`src/rtl/tsq_pkg.sv`:
```
package tsq_pkg;
  localparam int RA_W = 4;

  localparam logic [RA_W-1:0] A_CTRL  = 4'd0;
  localparam logic [RA_W-1:0] A_PUSH  = 4'd1;
  localparam logic [RA_W-1:0] A_LDVAL = 4'd2;
  localparam logic [RA_W-1:0] A_LDGO  = 4'd3;
  localparam logic [RA_W-1:0] A_RAW   = 4'd4;
  localparam logic [RA_W-1:0] A_MASK  = 4'd5;
  localparam logic [RA_W-1:0] A_IEN   = 4'd6;
  localparam logic [RA_W-1:0] A_POP   = 4'd7;
  localparam logic [RA_W-1:0] A_EVLO  = 4'd8;
  localparam logic [RA_W-1:0] A_EVHI  = 4'd9;

  typedef enum logic [3:0] {
    EV_PUSH = 4'd0, EV_ROLL = 4'd1, EV_HALF = 4'd2,
    EV_PIN  = 4'd3, EV_RX   = 4'd4, EV_TX   = 4'd5
  } ev_kind_e;

  typedef struct packed {
    logic [31:0] stamp;
    logic [4:0]  port;
    logic [3:0]  kind;
    logic [3:0]  msg;
    logic [15:0] seq;
  } ev_rec_t;
endpackage

```
`src/rtl/tsq_pin_sync.sv`:
```
module tsq_pin_sync #(
  parameter int NPINS = 4
) (
  input  logic             clk,
  input  logic             rst_n,
  input  logic [NPINS-1:0] pin,
  output logic [NPINS-1:0] rise
);
  for (genvar g = 0; g < NPINS; g++) begin : g_pin
    logic [2:0] sh;
    always_ff @(posedge clk or negedge rst_n) begin
      if (!rst_n) sh <= '0;
      else        sh <= {sh[1:0], pin[g]};
    end
    assign rise[g] = sh[1] & ~sh[2];
  end
endmodule

```
`src/rtl/tsq_pick.sv`:
```
module tsq_pick #(
  parameter int N = 8
) (
  input  logic [N-1:0] req,
  output logic [N-1:0] gnt
);
  always_comb begin
    logic found;
    found = 1'b0;
    gnt   = '0;
    for (int i = 0; i < N; i++) begin
      if (req[i] && !found) begin
        gnt[i] = 1'b1;
        found  = 1'b1;
      end
    end
  end
endmodule

```
`src/rtl/tsq_fifo.sv`:
```
module tsq_fifo import tsq_pkg::*; #(
  parameter  int DEPTH = 16,
  localparam int AW    = $clog2(DEPTH),
  localparam int CW    = AW + 1
) (
  input  logic          clk,
  input  logic          rst_n,
  input  logic          flush,
  input  logic          wr_en,
  input  ev_rec_t       wr_rec,
  input  logic          rd_en,
  output ev_rec_t       head,
  output logic          empty,
  output logic          dropped,
  output logic [CW-1:0] count
);
  ev_rec_t       mem [DEPTH];
  logic [AW-1:0] wp, rp;
  logic          full, do_wr, do_rd;

  function automatic logic [AW-1:0] nxt(input logic [AW-1:0] p);
    return (p == AW'(DEPTH - 1)) ? '0 : p + 1'b1;
  endfunction

  assign empty   = (count == '0);
  assign full    = (count == CW'(DEPTH));
  assign do_wr   = wr_en & ~full;
  assign do_rd   = rd_en & ~empty;
  assign dropped = wr_en & full;
  assign head    = empty ? '0 : mem[rp];

  always_ff @(posedge clk) begin
    if (do_wr && !flush) mem[wp] <= wr_rec;
  end

  always_ff @(posedge clk or negedge rst_n) begin
    if (!rst_n) begin
      wp <= '0; rp <= '0; count <= '0;
    end else if (flush) begin
      wp <= '0; rp <= '0; count <= '0;
    end else begin
      if (do_wr) wp <= nxt(wp);
      if (do_rd) rp <= nxt(rp);
      if (do_wr && !do_rd)      count <= count + 1'b1;
      else if (do_rd && !do_wr) count <= count - 1'b1;
    end
  end
endmodule

```
`src/rtl/tsq_unit.sv`:
```
module tsq_unit import tsq_pkg::*; #(
  parameter  int DEPTH = 16,
  parameter  int NPINS = 4,
  localparam int NSRC  = NPINS + 4,
  localparam int S_ROLL = 0,
  localparam int S_PUSH = 1,
  localparam int S_PIN0 = 2,
  localparam int S_RX   = NPINS + 2,
  localparam int S_TX   = NPINS + 3,
  localparam int CW     = $clog2(DEPTH) + 1
) (
  input  logic             clk,
  input  logic             rst_n,
  input  logic [RA_W-1:0]  reg_addr,
  input  logic             reg_we,
  input  logic [31:0]      reg_wdata,
  output logic [31:0]      reg_rdata,
  input  logic [NPINS-1:0] hw_pin,
  input  logic             rx_valid,
  output logic             rx_ready,
  input  logic [3:0]       rx_msg,
  input  logic [15:0]      rx_seq,
  input  logic [4:0]       rx_port,
  input  logic             tx_valid,
  output logic             tx_ready,
  input  logic [3:0]       tx_msg,
  input  logic [15:0]      tx_seq,
  input  logic [4:0]       tx_port,
  output logic             irq
);
  localparam logic [31:0] CTRL_MASK = ((32'h1 << NPINS) - 32'h1) << 8 | 32'h3;

  logic [31:0] ctrl_q, ldval_q, cnt_q;
  logic        ien_q, ov_q;
  logic        en_q, test_q, load, pop, pend_bit;
  logic [NPINS-1:0] pin_en, pin_rise;

  logic [NSRC-1:0] src_req, pend_q, gnt;
  ev_rec_t         src_rec [NSRC];
  ev_rec_t         slot_q  [NSRC];
  ev_rec_t         enq_rec, head;
  logic            enq, q_empty, q_drop;
  logic [CW-1:0]   q_count;

  assign en_q   = ctrl_q[0];
  assign test_q = ctrl_q[1];
  assign pin_en = ctrl_q[8 +: NPINS];
  assign load   = reg_we && reg_addr == A_LDGO && reg_wdata[0];
  assign pop    = reg_we && reg_addr == A_POP  && reg_wdata[0];

  // Host-writable registers
  always_ff @(posedge clk or negedge rst_n) begin
    if (!rst_n) begin
      ctrl_q <= '0; ldval_q <= '0; ien_q <= 1'b0;
    end else if (reg_we) begin
      case (reg_addr)
        A_CTRL:  ctrl_q  <= reg_wdata & CTRL_MASK;
        A_LDVAL: ldval_q <= reg_wdata;
        A_IEN:   ien_q   <= reg_wdata[0];
        default: ;
      endcase
    end
  end

  // Time counter
  always_ff @(posedge clk or negedge rst_n) begin
    if (!rst_n)    cnt_q <= '0;
    else if (load) cnt_q <= ldval_q;
    else if (en_q) cnt_q <= cnt_q + 32'd1;
  end

  tsq_pin_sync #(.NPINS(NPINS)) u_sync (
    .clk(clk), .rst_n(rst_n), .pin(hw_pin), .rise(pin_rise)
  );

  assign rx_ready = en_q & ~pend_q[S_RX];
  assign tx_ready = en_q & ~pend_q[S_TX];

  // Event sources
  always_comb begin
    logic roll, half;
    roll = en_q && !load && (cnt_q == 32'hFFFF_FFFF);
    half = en_q && !load && (cnt_q == 32'h7FFF_FFFF);
    src_req[S_ROLL] = roll | half;
    src_rec[S_ROLL] = '{stamp: cnt_q + 32'd1, port: '0,
                        kind: roll ? 4'(EV_ROLL) : 4'(EV_HALF), msg: '0, seq: '0};
    src_req[S_PUSH] = reg_we && reg_addr == A_PUSH && reg_wdata[0];
    src_rec[S_PUSH] = '{stamp: cnt_q, port: '0, kind: 4'(EV_PUSH), msg: '0, seq: '0};
    for (int i = 0; i < NPINS; i++) begin
      src_req[S_PIN0+i] = pin_rise[i] & pin_en[i];
      src_rec[S_PIN0+i] = '{stamp: cnt_q, port: 5'(i + 1), kind: 4'(EV_PIN),
                            msg: '0, seq: '0};
    end
    src_req[S_RX] = rx_valid & rx_ready;
    src_rec[S_RX] = '{stamp: cnt_q, port: rx_port, kind: 4'(EV_RX),
                      msg: rx_msg, seq: rx_seq};
    src_req[S_TX] = tx_valid & tx_ready;
    src_rec[S_TX] = '{stamp: cnt_q, port: tx_port, kind: 4'(EV_TX),
                      msg: tx_msg, seq: tx_seq};
  end

  // Per-source waiting slots
  always_ff @(posedge clk or negedge rst_n) begin
    if (!rst_n)     pend_q <= '0;
    else if (!en_q) pend_q <= '0;
    else begin
      for (int i = 0; i < NSRC; i++) begin
        if (!(pend_q[i] && !gnt[i])) pend_q[i] <= src_req[i];
      end
    end
  end

  always_ff @(posedge clk) begin
    for (int i = 0; i < NSRC; i++) begin
      if (!(pend_q[i] && !gnt[i]) && src_req[i]) slot_q[i] <= src_rec[i];
    end
  end

  tsq_pick #(.N(NSRC)) u_pick (.req(pend_q), .gnt(gnt));

  always_comb begin
    enq_rec = '0;
    for (int i = 0; i < NSRC; i++) begin
      if (gnt[i]) enq_rec = slot_q[i];
    end
  end
  assign enq = en_q & (|gnt);

  tsq_fifo #(.DEPTH(DEPTH)) u_fifo (
    .clk(clk), .rst_n(rst_n), .flush(~en_q), .wr_en(enq), .wr_rec(enq_rec),
    .rd_en(pop), .head(head), .empty(q_empty), .dropped(q_drop), .count(q_count)
  );

  always_ff @(posedge clk or negedge rst_n) begin
    if (!rst_n)     ov_q <= 1'b0;
    else if (!en_q) ov_q <= 1'b0;
    else if (q_drop) ov_q <= 1'b1;
  end

  assign pend_bit = ~q_empty | test_q;
  assign irq      = pend_bit & ien_q;

  always_comb begin
    case (reg_addr)
      A_CTRL:  reg_rdata = ctrl_q;
      A_LDVAL: reg_rdata = ldval_q;
      A_RAW:   reg_rdata = {30'd0, ov_q, pend_bit};
      A_MASK:  reg_rdata = {31'd0, irq};
      A_IEN:   reg_rdata = {31'd0, ien_q};
      A_EVLO:  reg_rdata = head.stamp;
      A_EVHI:  reg_rdata = {3'd0, head.port, head.kind, head.msg, head.seq};
      default: reg_rdata = '0;
    endcase
  end
endmodule

```
`config.mk`:
```
export PLATFORM = sky130hd
export DESIGN_NAME = tsq_unit
export DESIGN_NICKNAME = d
export VERILOG_FILES = /design/src/rtl/tsq_pkg.sv /design/src/rtl/tsq_pin_sync.sv /design/src/rtl/tsq_pick.sv /design/src/rtl/tsq_fifo.sv /design/src/rtl/tsq_unit.sv
export SDC_FILE = /design/constraint.sdc
export NUM_CORES = 1
export LEC_CHECK = 0
export BUFFER_PORTS_ARGS = -buffer_cell sky130_fd_sc_hd__buf_2
export CORE_MARGIN = 10
export CORE_UTILIZATION = 62
export DETAILED_ROUTE_END_ITERATION = 6
export PLACE_DENSITY = 0.78
export SYNTH_ARGS = -nofsm -noshare
export SYNTH_HDL_FRONTEND = slang
export SYNTH_SLANG_ARGS = --single-unit
```
`constraint.sdc`:
```
create_clock -name clk -period 6.25 [get_ports clk]
set_input_delay 0.3125 -clock clk [delete_from_list [all_inputs] [get_ports clk]]
set_output_delay 0.3125 -clock clk [all_outputs]
set_load 0.01 [all_outputs]
```
# ---- After elaboration in Yosys (flattened, before gate mapping)
# Memory sizes are Yosys's and may differ from the RTL's.
# Cells that the tools add are included.
dict set report classes {
  n_addsub 5
  eq_ne 26
  n_mux 65
  bitwise 27
  reduce_logical 67
}
# operator count
set op_table {}
lappend op_table {{2-to-1 mux 61 bit} 9}
lappend op_table {{one-hot mux 32 bit (7 select lines)} 1}
lappend op_table {{2-to-1 mux 32 bit} 2}
lappend op_table {{2-to-1 mux 1 bit} 42}
lappend op_table {{logical AND 1 bit} 35}
lappend op_table {{adder 32 x 1 -> 32 bit (second input constant)} 1}
lappend op_table {{== test 32 x 31 -> 1 bit (second input constant)} 1}
lappend op_table {{== test 32 bit (second input constant)} 1}
lappend op_table {{logical NOT 1 bit} 25}
lappend op_table {{2-to-1 mux 4 bit} 6}
lappend op_table {{AND 1 bit} 17}
lappend op_table {{== test 4 x 3 -> 1 bit (second input constant)} 4}
lappend op_table {{== test 4 bit (second input constant)} 4}
lappend op_table {{inequality test 2 bit (second input constant)} 8}
lappend op_table {{2-to-1 mux 5 bit} 3}
lappend op_table {{adder 4 x 1 -> 4 bit (second input constant)} 2}
lappend op_table {{== test 4 x 2 -> 1 bit (second input constant)} 2}
lappend op_table {{2-to-1 mux 8 bit} 1}
lappend op_table {{NOT 1 bit} 8}
lappend op_table {{OR reduction 8 bit} 1}
lappend op_table {{inequality test 2 x 1 -> 1 bit (second input constant)} 3}
lappend op_table {{AND reduction 2 bit} 3}
lappend op_table {{adder 5 x 1 -> 5 bit (second input constant)} 1}
lappend op_table {{== test 5 bit (second input constant)} 1}
lappend op_table {{other kinds (8)} 9}
dict set report word_totals {
  register_bits 105
  ramBits 1456
  inputBits 95
  output_inout_bits 35
  word_cells 212
  memories 2
}
# name words word_bits rd rd_ports_with_merged_regs wr line
set mem_list {}
lappend mem_list {u_fifo.mem 16 61 1 0 1 tsq_fifo.sv:17} ;# ev_rec_t mem [DEPTH];
lappend mem_list {slot_q 8 60 8 0 8 tsq_unit.sv:40} ;# ev_rec_t slot_q [NSRC];

# ---- Longest topological paths before layout
dict set report logic_depth {
  ltp_word 30
  mapped_depth 10
  ltp_nobuf 9
}

# ---- By module
# From an unflattened synthesis, not the netlist that was laid out.
dict set report hier_totals {
  hier_cells 2813
  area_unflattened_um2 54666.2
}
# mod instances cells_each area_each_um2 seq_area_each_um2
set by_module_without_submodules {}
lappend by_module_without_submodules {tsq_fifo 1 1605 37897.6 29633.4}
lappend by_module_without_submodules {tsq_unit 1 1181 16329.4 11250.8}
lappend by_module_without_submodules {tsq_pin_sync 1 16 355.3 300.3}
lappend by_module_without_submodules {tsq_pick 1 11 83.8 0.0}

# ---- Worst setup path before layout
# OpenSTA, ideal clock, no wires.
dict set report synth_path {
  path_kind {register to register}
  startpoint {reg cnt_q[0]}
  endpoint {mem slot_q[0][20] (netlist bit) (enable)}
  setup_time_ns 0.475
  arrival_ns 4.203
  required_ns 5.775
  path_slack_ns 1.572
  stages_incl_launch_ff 6
  path_buffers 0
  period_less_slack_ns 4.678
  path_cell_list {dfrtp_1 > ha_1 > nand3_1 > nor4_4 > nand3_1 > nor3b_1}
}
# item line
set synth_rtl {}
lappend synth_rtl {{start: declaration} tsq_unit.sv:33} ;# logic [31:0] ctrl_q, ldval_q, cnt_q;
lappend synth_rtl {{start signal: assignment} tsq_unit.sv:68} ;# else if (load) cnt_q <= ldval_q;
lappend synth_rtl {{start signal: assignment} tsq_unit.sv:69} ;# else if (en_q) cnt_q <= cnt_q + 32'd1;
lappend synth_rtl {{end: declaration} tsq_unit.sv:40}

# ---- Final worst setup path
dict set report layout_path {
  startpoint {reg u_fifo.rp[1]}
  endpoint {out reg_rdata[16]}
}
dict set report layout_between {
  elab_chain_cells 3
}
# item line
set layout_lines {}
lappend layout_lines {{start: declaration} tsq_fifo.sv:18} ;# logic [AW-1:0] wp, rp;
lappend layout_lines {{start signal: assignment} tsq_fifo.sv:43} ;# if (do_rd) rp <= nxt(rp);
lappend layout_lines {{memory (16 x 61 bit)} --}
lappend layout_lines {{2-to-1 mux 61 bit} tsq_fifo.sv:30} ;# assign head = empty ? '0 : mem[rp];
lappend layout_lines {{one-hot mux 32 bit (7 select lines)} tsq_unit.sv:144} ;# case (reg_addr)
lappend layout_lines {{end: declaration} tsq_unit.sv:17} ;# output logic [31:0] reg_rdata,
# Every way passes these cells.

==> results.toml <==
[synthesis]
syn_area_per_cell_um2 = 19.73
netlist_instances = 2708
yosys.area.top_type = "edfxtp_1"
synth_most_common_cell = "edfxtp_1"
synth_top_cell_area_share_pct = 71.28
postSynth.asyncResetShare_pct = 7.647
synthDistinctLibCells = 72
synth.yosys.seq_area_share_pct = 76.20
synth_area_mm2 = 0.05342
synth.top_cells.by_count = "edfxtp_1 (1,268), mux4_2 (240), nand2_1 (156)"
synth_area_leaders = "edfxtp_1 (71%), mux4_2 (10%), dfrtp_1 (4.9%)"
postSynthNetCount = 2814
ys.flop_type = "edfxtp_1"
synth-edff-count = 1268
synth-seq-cells = 1373
synth_warnings = 0

[detailed_routing]
wl_per_cell_um = 32.91
drt_wl_total_mm = 139.0
drt_pass1_iterations = 7
m1WireLength_mm = 48.86
dr_wl_met2_mm = 68.65
drcViolationCount = 30
num_vias = 29090
met3WireLength_mm = 15.26
vias_per_cell = 6.888
antenna_left = 0
top_layer = "met5"
initialDrtViolationCount = 3931

[grt]
grt_pass1_wl_mm = 202.8
grt_max_degree = 79
grt_usage_pct = 28.43
grt_pass1_vias = 29420
gr-total-overflow = 0
antenna_found_initial = 12

[worst_setup_path]
critPathRequiredTime_ns = 5.94
crit_type = "register to output pin"
crit_fanout = 42
startpoint_type = "register"
endpoint_kind = "output pin"
worst-endpoint-arrival_ns = 4.42

[hold_path]
hold_path.class = "input port to register"

[sta]
rsz0062_at_grt = "no"
layout_min_cycle_time_ns = 4.729
fmax_mhz = 211.4
hold_viol = 0
fin_crit_sh_pct = 75.67
slew_headroom_pct = 17.99
skew_ns = 0.02869
finalSetupTns_ns = 0
slew_viol_final = 0
tightestPinTransition_ns = 1.227
setup_viol = 0

[cells_and_area]
area_delta_synth_final_pct = 13.69
drive_gt1_share_pct = 24.24
ff_latch_area_mm2 = 0.04072
post-route-util_pct = 71.22
fin_nets = 3074
fin_area_mm2 = 0.06073
multiInputGateArea_mm2 = 0.01208
fill_cells = 4859

[clocking]
cts_buffer_depth = 3
ctsResizeCount = 0
htreeDepth = 4
clk_latency_ns = 0.75
post-cts-setup-buffer-count = 0
numClockSinks = 1373
clockRootBuffer = "clkbuf_16"
clkTransAtPathRegs_ns = 0.06
cts_buffers = 132
cts_tree = "done"

[floorplan]
initial_utilization_pct = 62.64
ios = 130
fp.dieW_um = 313.5
die_height_um = 313.5
coreArea_mm2 = 0.08528
die_area_mm2 = 0.09830
rows = 107

[power]
power_density_mw_per_mm2 = 363.6
p_leak_nw = 19.57
peakVddDrop_mv = 0.3039

[run_status]
outcome = "finished, violations left"
violations = "DRC"

[place]
postPlaceCellArea_mm2 = 0.05545
portBuffers = 129
place.gp.congestion = 0.9361
dp_hpwl_mm = 78.89

[job]
drv_cap = 0
-- worst paths after layout --
check,slack (ns),to,depth (start not counted),start
setup / recovery,1.52,reg_rdata[16],6,u_fifo.rp[1]
hold / removal,0.03,ien_q,3,reg_we
setup reg to reg,1.86,u_fifo.mem[10][32],6,pend_q[1]
hold reg to reg,0.35,u_sync.g_pin[3].sh[1],0,u_sync.g_pin[3].sh[0]
max in group asynchronous,4.73,u_fifo.rp[0],3,rst_n
min in group asynchronous,0.25,ldval_q[25],2,rst_n
-- cell families (layout without fill, tap and decap cells) --
group | Yosys count | after routing | synth area share, %
xor+xnor | 64 | 64 | 1.049
simple gates | 387 | 387 | 3.757
compound gates | 356 | 356 | 4.956
fa+ha+maj | 11 | 11 | 0.2717
mux | 348 | 348 | 12.32
other cells | 0 | 2 | 0
buf+inv | 169 | 538 | 1.455
flops | 1373 | 1373 | 76.20
-- layout make-up --
| class | count | area share (%) |
|---|---|---|
| sequential | 1373 | 67.04 |
| timing repair buffer | 284 | 3.432 |
| multi-input combinational | 1166 | 19.88 |
| clock inverter | 72 | 1.343 |
| antenna | 2 | 0.008241 |
| tap | 1144 | 2.357 |
| inverter | 11 | 0.06799 |
| clock buffer | 171 | 5.865 |
-- cells in the final DEF (no fill, tap or decap), types with 53 or more instances in the layout --
master	Yosys	layout
a221oi_1	53	53
buf_2	47	128
buf_4	4	62
clkbuf_16	0	134
dfrtp_1	105	100
dlygate4sd3_1	0	89
edfxtp_1	1268	1268
mux4_2	240	240
nand2_1	156	156
nor2_1	66	64
o21ai_0	59	59
-- state kept, by name, summed over array words and instances, names as in the netlist --
| register | flops |
|---|---|
| u_fifo.rp | 4 |
| u_fifo.mem | 960 |
| ov_q | 1 |
| slot_q | 308 |
| u_fifo.count | 5 |
| u_fifo.wp | 4 |
| cnt_q | 32 |
| pend_q | 8 |
| ien_q | 1 |
| ctrl_q | 6 |
| u_sync.g_pin.sh | 12 |
| ldval_q | 32 |
-- metrics by stage --
step / hold slack [ns] / total power [mW] / worst slack (ns) / cells
2_1_floorplan: 0.01691 / 13.06 / 1.572 / 2708
3_3_place_gp: 0.3351 / 13.95 / 2.226 / 3888
3_5_place_dp: 0.3435 / 14.11 / 2.075 / 3888
4_1_cts: 0.0009668 / 22.08 / 1.512 / 4220
5_1_grt: 0.03701 / 22.68 / 1.311 / 4221
6_report: 0.02539 / 22.09 / 1.521 / 4223
-- worst max-delay path, cell delays in order, from the launching register on --
cell and delay, ns:
dfrtp_4 0.92, buf_4 0.59, mux4_2 0.39, mux2_2 0.28, a221oi_1 0.85, o31ai_1 0.33, buf_2 0.25
-- power by group --
group / leakage [nW] / internal, mW / switching (mW) / total (mW)
Combinational: 4.51 / 0.665 / 1.53 / 2.19
Sequential: 12.9 / 11.3 / 0.604 / 11.9
Clock: 2.13 / 4.58 / 3.44 / 8.02
Total: 19.6 / 16.5 / 5.58 / 22.1
-- metal layers --
layer / GRT usage [%] / vias up
li1: - / 11690
met3: 6.857 / 355
met2: 46.52 / 2056
met1: 36.55 / 14960
met4: 12.02 / 20
met5: 0 / -
-- timing repair --
action,CTS,global route
hold buffers,89,0
setup endpoints to repair,0,0
endpoints found under the hold margin,156,0
Power figures use the tool's default switching activity.
